--- src/rtl/lc_pkg.sv ---
package lc_pkg;

    localparam int SCR_IDX_W = 5;

    typedef enum logic [2:0] {
        CODE_NRZL = 3'd0,
        CODE_NRZM = 3'd1,
        CODE_NRZS = 3'd2,
        CODE_BIL  = 3'd3,
        CODE_BIM  = 3'd4,
        CODE_BIS  = 3'd5,
        CODE_DMM  = 3'd6,
        CODE_DMS  = 3'd7
    } code_e;

    typedef enum logic [1:0] {
        ST_IDLE  = 2'd0,
        ST_HALF1 = 2'd1,
        ST_HALF2 = 2'd2
    } enc_state_e;

    function automatic logic [SCR_IDX_W-1:0] scr_len(input logic [2:0] sel);
        unique case (sel)
            3'd0:    scr_len = 5'd9;
            3'd1:    scr_len = 5'd11;
            3'd3:    scr_len = 5'd17;
            3'd4:    scr_len = 5'd23;
            default: scr_len = 5'd15;
        endcase
    endfunction

    function automatic logic [SCR_IDX_W-1:0] scr_tap(input logic [2:0] sel, input logic rev);
        logic [SCR_IDX_W-1:0] fwd;
        unique case (sel)
            3'd0:    fwd = 5'd5;
            3'd1:    fwd = 5'd9;
            3'd3:    fwd = 5'd14;
            3'd4:    fwd = 5'd18;
            default: fwd = 5'd14;
        endcase
        scr_tap = rev ? (scr_len(sel) - fwd) : fwd;
    endfunction

endpackage

--- src/rtl/lc_scrambler.sv ---
module lc_scrambler
    import lc_pkg::*;
#(
    parameter int MAXN = 23
) (
    input  logic       clk,
    input  logic       rst_n,
    input  logic       clr,
    input  logic       step,
    input  logic       active,
    input  logic [2:0] len_sel,
    input  logic       rev,
    input  logic       din,
    output logic       dout
);

    logic [MAXN-1:0]      hist_q;
    logic [SCR_IDX_W-1:0] len_idx;
    logic [SCR_IDX_W-1:0] tap_idx;
    logic                 fb;

    always_comb begin
        len_idx = scr_len(len_sel) - 5'd1;
        tap_idx = scr_tap(len_sel, rev) - 5'd1;
        fb      = hist_q[len_idx] ^ hist_q[tap_idx];
        dout    = active ? (din ^ fb) : din;
    end

    always_ff @(posedge clk or negedge rst_n) begin
        if (!rst_n) begin
            hist_q <= '0;
        end else if (clr) begin
            hist_q <= '0;
        end else if (step && active) begin
            hist_q <= {hist_q[MAXN-2:0], dout};
        end
    end

endmodule

--- src/rtl/lc_symbol_map.sv ---
module lc_symbol_map
    import lc_pkg::*;
(
    input  code_e code,
    input  logic  bit_in,
    input  logic  level,
    input  logic  prev_q,
    output logic  half_a,
    output logic  half_b,
    output logic  next_q
);

    logic pol_bit;

    always_comb begin
        pol_bit = (code == CODE_BIS || code == CODE_DMS) ? ~bit_in : bit_in;
        next_q  = pol_bit;
        unique case (code)
            CODE_NRZL: begin
                half_a = bit_in;
                half_b = bit_in;
            end
            CODE_NRZM: begin
                half_a = level ^ bit_in;
                half_b = half_a;
            end
            CODE_NRZS: begin
                half_a = level ^ ~bit_in;
                half_b = half_a;
            end
            CODE_BIL: begin
                half_a = bit_in;
                half_b = ~bit_in;
            end
            CODE_BIM, CODE_BIS: begin
                half_a = ~level;
                half_b = half_a ^ pol_bit;
            end
            CODE_DMM, CODE_DMS: begin
                half_a = level ^ (~prev_q & ~pol_bit);
                half_b = half_a ^ pol_bit;
            end
            default: begin
                half_a = 1'b0;
                half_b = 1'b0;
            end
        endcase
    end

endmodule

--- src/rtl/lc_line_encoder.sv ---
module lc_line_encoder
    import lc_pkg::*;
#(
    parameter int SCR_MAXN = 23
) (
    input  logic       clk,
    input  logic       rst_n,
    input  logic       en,
    input  logic       bit_stb,
    input  logic       half_stb,
    input  logic       din,
    input  logic [2:0] code_sel,
    input  logic       rand_en,
    input  logic [2:0] len_sel,
    input  logic       rand_rev,
    output logic       line_out
);

    enc_state_e state_q, state_d;
    logic       coded_bit;
    logic       half_a, half_b, next_q;
    logic       second_q;
    logic       prev_q;

    lc_scrambler #(.MAXN(SCR_MAXN)) u_scr (
        .clk     (clk),
        .rst_n   (rst_n),
        .clr     (~en),
        .step    (en & bit_stb),
        .active  (rand_en),
        .len_sel (len_sel),
        .rev     (rand_rev),
        .din     (din),
        .dout    (coded_bit)
    );

    lc_symbol_map u_map (
        .code    (code_e'(code_sel)),
        .bit_in  (coded_bit),
        .level   (line_out),
        .prev_q  (prev_q),
        .half_a  (half_a),
        .half_b  (half_b),
        .next_q  (next_q)
    );

    always_comb begin
        state_d = state_q;
        if (!en) begin
            state_d = ST_IDLE;
        end else begin
            unique case (state_q)
                ST_IDLE:  if (bit_stb) state_d = ST_HALF1;
                ST_HALF1: begin
                    if (bit_stb)       state_d = ST_HALF1;
                    else if (half_stb) state_d = ST_HALF2;
                end
                ST_HALF2: if (bit_stb) state_d = ST_HALF1;
                default:  state_d = ST_IDLE;
            endcase
        end
    end

    always_ff @(posedge clk or negedge rst_n) begin
        if (!rst_n) state_q <= ST_IDLE;
        else        state_q <= state_d;
    end

    always_ff @(posedge clk or negedge rst_n) begin
        if (!rst_n) begin
            line_out <= 1'b0;
            second_q <= 1'b0;
            prev_q   <= 1'b1;
        end else if (!en) begin
            line_out <= 1'b0;
            second_q <= 1'b0;
            prev_q   <= 1'b1;
        end else if (bit_stb) begin
            line_out <= half_a;
            second_q <= half_b;
            prev_q   <= next_q;
        end else if (half_stb && state_q == ST_HALF1) begin
            line_out <= second_q;
        end
    end

endmodule

--- config.mk ---
export PLATFORM = sky130hd
export DESIGN_NAME = lc_line_encoder
export DESIGN_NICKNAME = d
export VERILOG_FILES = /design/src/rtl/lc_pkg.sv /design/src/rtl/lc_scrambler.sv /design/src/rtl/lc_symbol_map.sv /design/src/rtl/lc_line_encoder.sv
export SDC_FILE = /design/constraint.sdc
export NUM_CORES = 1
export LEC_CHECK = 0
export ABC_AREA = 1
export BUFFER_PORTS_ARGS = -buffer_cell sky130_fd_sc_hd__buf_2
export CORE_MARGIN = 8
export CORE_UTILIZATION = 45
export CTS_BUF_LIST = sky130_fd_sc_hd__clkbuf_16
export DETAILED_ROUTE_END_ITERATION = 8
export PLACE_DENSITY = 0.73
export REMOVE_ABC_BUFFERS = 1
export SYNTH_ARGS = -nofsm -noshare
export SYNTH_HDL_FRONTEND = slang
export SYNTH_SLANG_ARGS = --single-unit
--- constraint.sdc ---
create_clock -name clk -period 2.05 [get_ports clk]
set_input_delay 0.41 -clock clk [delete_from_list [all_inputs] [get_ports clk]]
set_output_delay 0.41 -clock clk [all_outputs]
set_load 0.03 [all_outputs]
==> After elaboration in Yosys (flattened, before gate mapping) <==
Cells that the tools add are included.
W data, S select, Z words.
{ "op_classes": {"n_addsub": 3, "order_cmp": 2, "eq_ne": 17, "mux": 25, "n_bitwise": 13, "n_reduce_logical": 11} }
{ "ops": {"columns": ["operator", "n"], "rows": [
  ["$mux W23", 2],
  ["$pmux W5 S4", 1],
  ["$eq A3 B3 Y1 const B", 5],
  ["$pmux W5 S3", 1],
  ["$lt A5 B6 Y1 const B", 2],
  ["$mux W1", 11],
  ["$bmux W1 S5", 2],
  ["$sub A5 B1 Y5 const B", 2],
  ["$eq A3 B2 Y1 const B", 3],
  ["$mux W2", 4],
  ["$reduce_or A2 Y1", 4],
  ["$xor A1 B1 Y1", 7],
  ["$eq A3 B1 Y1 const B", 2],
  ["$logic_not A3 Y1", 2],
  ["$pmux W1 S6", 1],
  ["$mux W5", 1],
  ["$pmux W1 S5", 1],
  ["$sub A5 B5 Y5", 1],
  ["$ne A2 B1 Y1 const B", 2],
  ["$ne A4 B4 Y1 const B", 1],
  ["$not A1 Y1", 4],
  ["$pmux W2 S2", 1],
  ["$ne A3 B1 Y1 const B", 1],
  ["$ne A3 B2 Y1 const B", 1],
  ["7 further kinds", 9]
]} }
{ "totals": {"ff_bits": 28, "input_bits": 14, "output_inout_bits": 1, "word_cells": 76} }

==> Longest topological paths before layout <==
{ "depth": {"depth_word": 19, "mapped_depth": 32, "depth_no_buf": 32} }

==> By module <==
From an unflattened synthesis, not the netlist that was laid out.
{ "hier_totals": {"hier_cells": 295, "hier_area_um2": 2038.2} }
{ "by_module_without_submodules": {"columns": ["mod", "instances", "cells_each", "area_each_um2", "seq_area_each_um2"], "rows": [
  ["lc_scrambler", 1, 221, 1590.3, 575.6],
  ["lc_line_encoder", 1, 35, 255.2, 126.4],
  ["lc_symbol_map", 1, 39, 192.7, 0.0]
]} }

==> Worst setup path after synthesis <==
No wires, ideal clock.
{ "synth_path": {"path_type": "input to register", "from": "input port len_sel[1]", "to": "register second_q", "setup_ns": 0.116, "arrival_time_ns": 3.091, "required_time_ns": 1.934, "path_slack_ns": -1.158, "path_stages": 25, "path_buffers": 0, "cell_sequence": "nor2_2 nand2_1 nand2_2 nor2_4 ha_1 o21a_1 ha_1 inv_1 nand3_1 nand2_1 nand2_1 nand3_1 nand3_1 nand3_1 nand4_2 nand2_4 nand2_2 nand2_2 nand3_2 nand3_1 nand3_1 nand3_1 nand2_1 nand2_1 nand2_1"} }
{ "synth_between": {"elab_chain_cells": 19, "word_cells_on_any_way": 29, "cone_classes": "add/sub: 3; eq/ne: 3; mux: 12; bitwise: 10; reduce/logical: 1"} }
{ "synth_lines": {"columns": ["item", "line", "source"], "rows": [
  ["start: declaration", "lc_line_encoder.sv:14", "input logic [2:0] len_sel,"],
  ["$eq A3 B3 Y1, or another cell as far along", "lc_pkg.sv:23, lc_pkg.sv:34", null],
  ["$pmux W5 S4 / $pmux W5 S3 (equally long branches)", "lc_pkg.sv:23, lc_pkg.sv:34", null],
  ["$sub A5 B5 Y5", "lc_pkg.sv:41", "scr_tap = rev ? (scr_len(sel) - fwd) : fwd;"],
  ["$mux W5", "lc_pkg.sv:41", null],
  ["$sub A5 B1 Y5", "lc_scrambler.sv:24", "tap_idx = scr_tap(len_sel, rev) - 5'd1;"],
  ["$bmux W1 S5", "lc_scrambler.sv:25", "fb = hist_q[len_idx] ^ hist_q[tap_idx];"],
  ["$mux W1 (implied by the code)", "lc_scrambler.sv:25", null],
  ["$xor A1 B1 Y1 *", "lc_scrambler.sv:25", null],
  ["(+3 left out)", null, null],
  ["$mux W1", "lc_symbol_map.sv:16", "pol_bit = (code == CODE_BIS || code == CODE_DMS) ? ~bit_in : bit_in;"],
  ["$not A1 Y1", "lc_symbol_map.sv:40", "half_a = level ^ (~prev_q & ~pol_bit);"],
  ["$and A1 B1 Y1", "lc_symbol_map.sv:40", null],
  ["$xor A1 B1 Y1", "lc_symbol_map.sv:40", null],
  ["$xor A1 B1 Y1", "lc_symbol_map.sv:41", "half_b = half_a ^ pol_bit;"],
  ["$pmux W1 S6 *", "lc_symbol_map.sv:18", "unique case (code)"],
  ["$mux W1 *", "lc_line_encoder.sv:78", "end else if (bit_stb) begin"],
  ["$mux W1 *", "lc_line_encoder.sv:74", "end else if (!en) begin"],
  ["end signal: assignment", "lc_line_encoder.sv:80", "second_q <= half_b;"],
  ["end: declaration", "lc_line_encoder.sv:22", "logic second_q;"]
]} }
Every way passes the cells marked *; elsewhere a longest branch is shown, timed or not. The select of a mux whose other input is x is not followed.
A chain may end at the register's enable or synchronous reset.

==> Worst setup path after layout <==
Ends and elaborated chain as after synthesis.

==> impl_metrics.tcl <==
set metrics [dict create \
    status "complete, but fails checks" \
    failed_checks "setup timing" \
    drt_drc_violations_left 0 \
    synth_compound_area_share_pct 14.2 \
    skew_ps 3.47 \
    antenna_cells 0 \
    path_class "primary input to flop" \
    critPathMaxStageDelay_ps 570 \
    ys_ff_latch 28 \
    path_buf_inv 3 \
    fin_area_um2 2860 \
    firstDrtPassIters 4 \
    antenna_found_initial 0 \
    fillers 321 \
    wl_per_cell_um 15.8 \
    synth_cells 284 \
    max_freq_mhz 314 \
    cp.required_ps 2200 \
    syn2layout_area_growth_pct 44.5 \
    syn_area_um2 1980 \
    synthAdderAreaFrac_pct 3.54 \
    dieArea_um2 6780 \
    drive_above_1_share_pct 38.8 \
    grt_pass1_wl_mm 9.19 \
    final_max_slew_viol_count 0 \
    grt.total_usage_pct 17.2 \
    syn_area_per_cell_um2 6.97 \
    ir_worst_vdd_mv 0.554 \
    path_clk_slew_ps 70 \
    synth_top_family_by_area "simple AND/OR/NAND/NOR gates" \
    layout_setup_ws_ps -1130 \
    ys.flop_type "dfrtp_1" \
    gp_congestion 0.851 \
    r2r-start "u_scr.hist_q[14]$_DFFE_PN0P_" \
    power_density_nw_per_um2 610 \
    cp.arrival_ps 3330 \
    synth-edff-count 0 \
    ant_nets 0 \
    tightest_slew_ps 622 \
    ys_seq_area_share_pct 35.5 \
    clock_latency_ps 260 \
    dp.final_hpwl_mm 3.40 \
    grt_max_degree 29 \
    first_global_vias 2007 \
    startpoint_type "primary input" \
    drt-total-wl_mm 6.16 \
    via_count 2184 \
    dpl_cell_area_um2 2260 \
    cp-end-kind "flop" \
    synthSimpleGateAreaFrac_pct 33.8 \
    hold_viol 0 \
    multiInputGateArea_um2 1350 \
    setup_viol 4 \
    gr-total-overflow 0 \
    async_flop_share_pct 100 \
    cts_tree "done" \
    leakage_nw 1.38 \
    postCtsHoldBufs 0 \
    maxCapViolations 0 \
    post-route-min-period_ps 3180 \
    drt_iter0_drc 132 \
    cts_buffers 3 \
    start_util_pct 46.1 \
    io_pins 15 \
    r2r_setup_slack_ps -140 \
    total_power_w 0.00174 \
    via_per_inst 5.60 \
    seqCellArea_um2 702 \
    fp.coreArea_um2 4290 \
    ys_types 33 \
    cts_max_path_buffers 2 \
    rsz0062_at_grt "yes" \
    die_y_um 82.3 \
    hold_path_class "primary input to async pin" \
    port_buffers 14 \
    yosys_warnings 0 \
    r2r-end "second_q$_DFFE_PN0P_" \
    final_net_count 358 \
    placementRows 24 \
    cts.sinks 28 \
    relSlewSlack_pct 58.5 \
    h-tree-depth 1 \
    cts_root_buf "clkbuf_16" \
    fp.dieW_um 82.3 \
    reg2reg_depth 18 \
    synthXorXnorAreaFrac_pct 1.26 \
    fin_crit_sh_pct 155 \
    critPathTopFamily "simple AND/OR/NAND/NOR gates" \
    crit_fanout 6 \
    cp_slowest_cell "fa_2" \
    synth_mux_area_share_pct 0 \
]
==> state kept, by name, indices dropped and copies added, names as in the netlist <==
signal,flops
prev_q,1
second_q,1
u_scr.hist_q,23
state_q,2
line_out,1
==> what timing repair did <==
item                                    4_1_cts  5_1_grt
pin swaps                                    34       25
endpoints found under the setup margin        4        4
buffers inserted                             13        5
resized for setup                            52       44
==> power by group <==
part,internal [W],leakage [nW],switching (W)
clock,0.000262,0.0385,0.000181
combinational,0.000302,0.956,0.000428
sequential,0.000564,0.384,0.00000879
==> through the flow <==
step                      setup TNS, ps  instances  utilization (%)  hold slack (ps)  setup slack, ps
after global placement            -4800        368             52.7              438            -1340
after global routing              -4710        390             66.6              203            -1310
after CTS                         -3310        385             60.8              176             -965
final                             -4070        390             66.6              157            -1130
after detailed placement          -5100        368             52.7              446            -1430
after floorplan                   -3900        278                -              114            -1160
==> cell type report <==
type / instances / area share, %
Clock buffer: 3 / 2.62
Timing Repair Buffer: 56 / 15.4
Inverter: 54 / 7.74
Multi-Input combinational cell: 196 / 47.2
Clock inverter: 1 / 0.131
Tap cell: 52 / 2.27
Sequential cell: 28 / 24.5
==> layer usage <==
metal | wire, um | part of all wire, % | track usage [%] | vias to the layer above
met2 | 3160 | 51 | 27.6 | 86
met4 | 189 | 3.1 | 8.95 | 0
met3 | 276 | 4.5 | 2.92 | 22
li1 | - | - | - | 1038
met5 | 0 | 0 | 0 | -
met1 | 2540 | 41 | 21.5 | 1038
==> worst max path at each step <==
stage                           from                    to  slack (ps)  cells after the start
after floorplan           len_sel[1]  second_q$_DFFE_PN0P_       -1160                     25
after global placement    len_sel[1]  second_q$_DFFE_PN0P_       -1340                     29
after detailed placement  len_sel[1]  second_q$_DFFE_PN0P_       -1430                     28
after CTS                 len_sel[2]  second_q$_DFFE_PN0P_        -970                     29
after global routing      len_sel[1]  second_q$_DFFE_PN0P_       -1310                     28
final                     len_sel[1]  second_q$_DFFE_PN0P_       -1130                     27
==> worst reg2reg max path, cell delays in order (launching register included) <==
cell,delay [ps]
dfrtp_1,350
inv_1,50
buf_4,130
o21ai_1,180
nand2_1,80
nand2_1,160
inv_1,110
nand2_4,110
nand4_4,140
nand2_8,140
nand2_4,60
nand2_4,80
nand3_2,80
nand3_2,100
nand3_1,90
nand3_2,60
nand2_1,40
nand2_1,60
nand2_1,50
==> kinds of logic after synthesis <==
family / Yosys count
simple gates: 144
buf+inv: 60
compound gates: 45
flops: 28
fa+ha+maj: 5
xor+xnor: 2
==> synth_stat cells (3+ instances only) <==
cell | n | area [um^2]
nand2_2 | 7 | 43.8
nand2_1 | 71 | 267
nand3_1 | 46 | 230
o22ai_1 | 23 | 144
dfrtp_1 | 27 | 676
ha_1 | 4 | 50.1
clkbuf_1 | 3 | 11.3
nor2_1 | 11 | 41.3
o21ai_0 | 10 | 50.1
a21oi_1 | 4 | 20.0
nand2_4 | 3 | 33.8
inv_1 | 50 | 188
==> layout by cell type (no fill, tap or decap), drive strengths merged <==
cell type	n
a211oi	1
o22ai	23
nand3	47
nor2	14
o21ai	14
xor2	2
buf	56
clkbuf	3
ha	4
a32oi	1
fa	1
dfstp	1
nand2	81
dfrtp	27
o21a	1
clkinv	4
o211ai	1
nand4	2
a21oi	4
inv	51
Note: power is estimated with default switching activity, not from simulation.
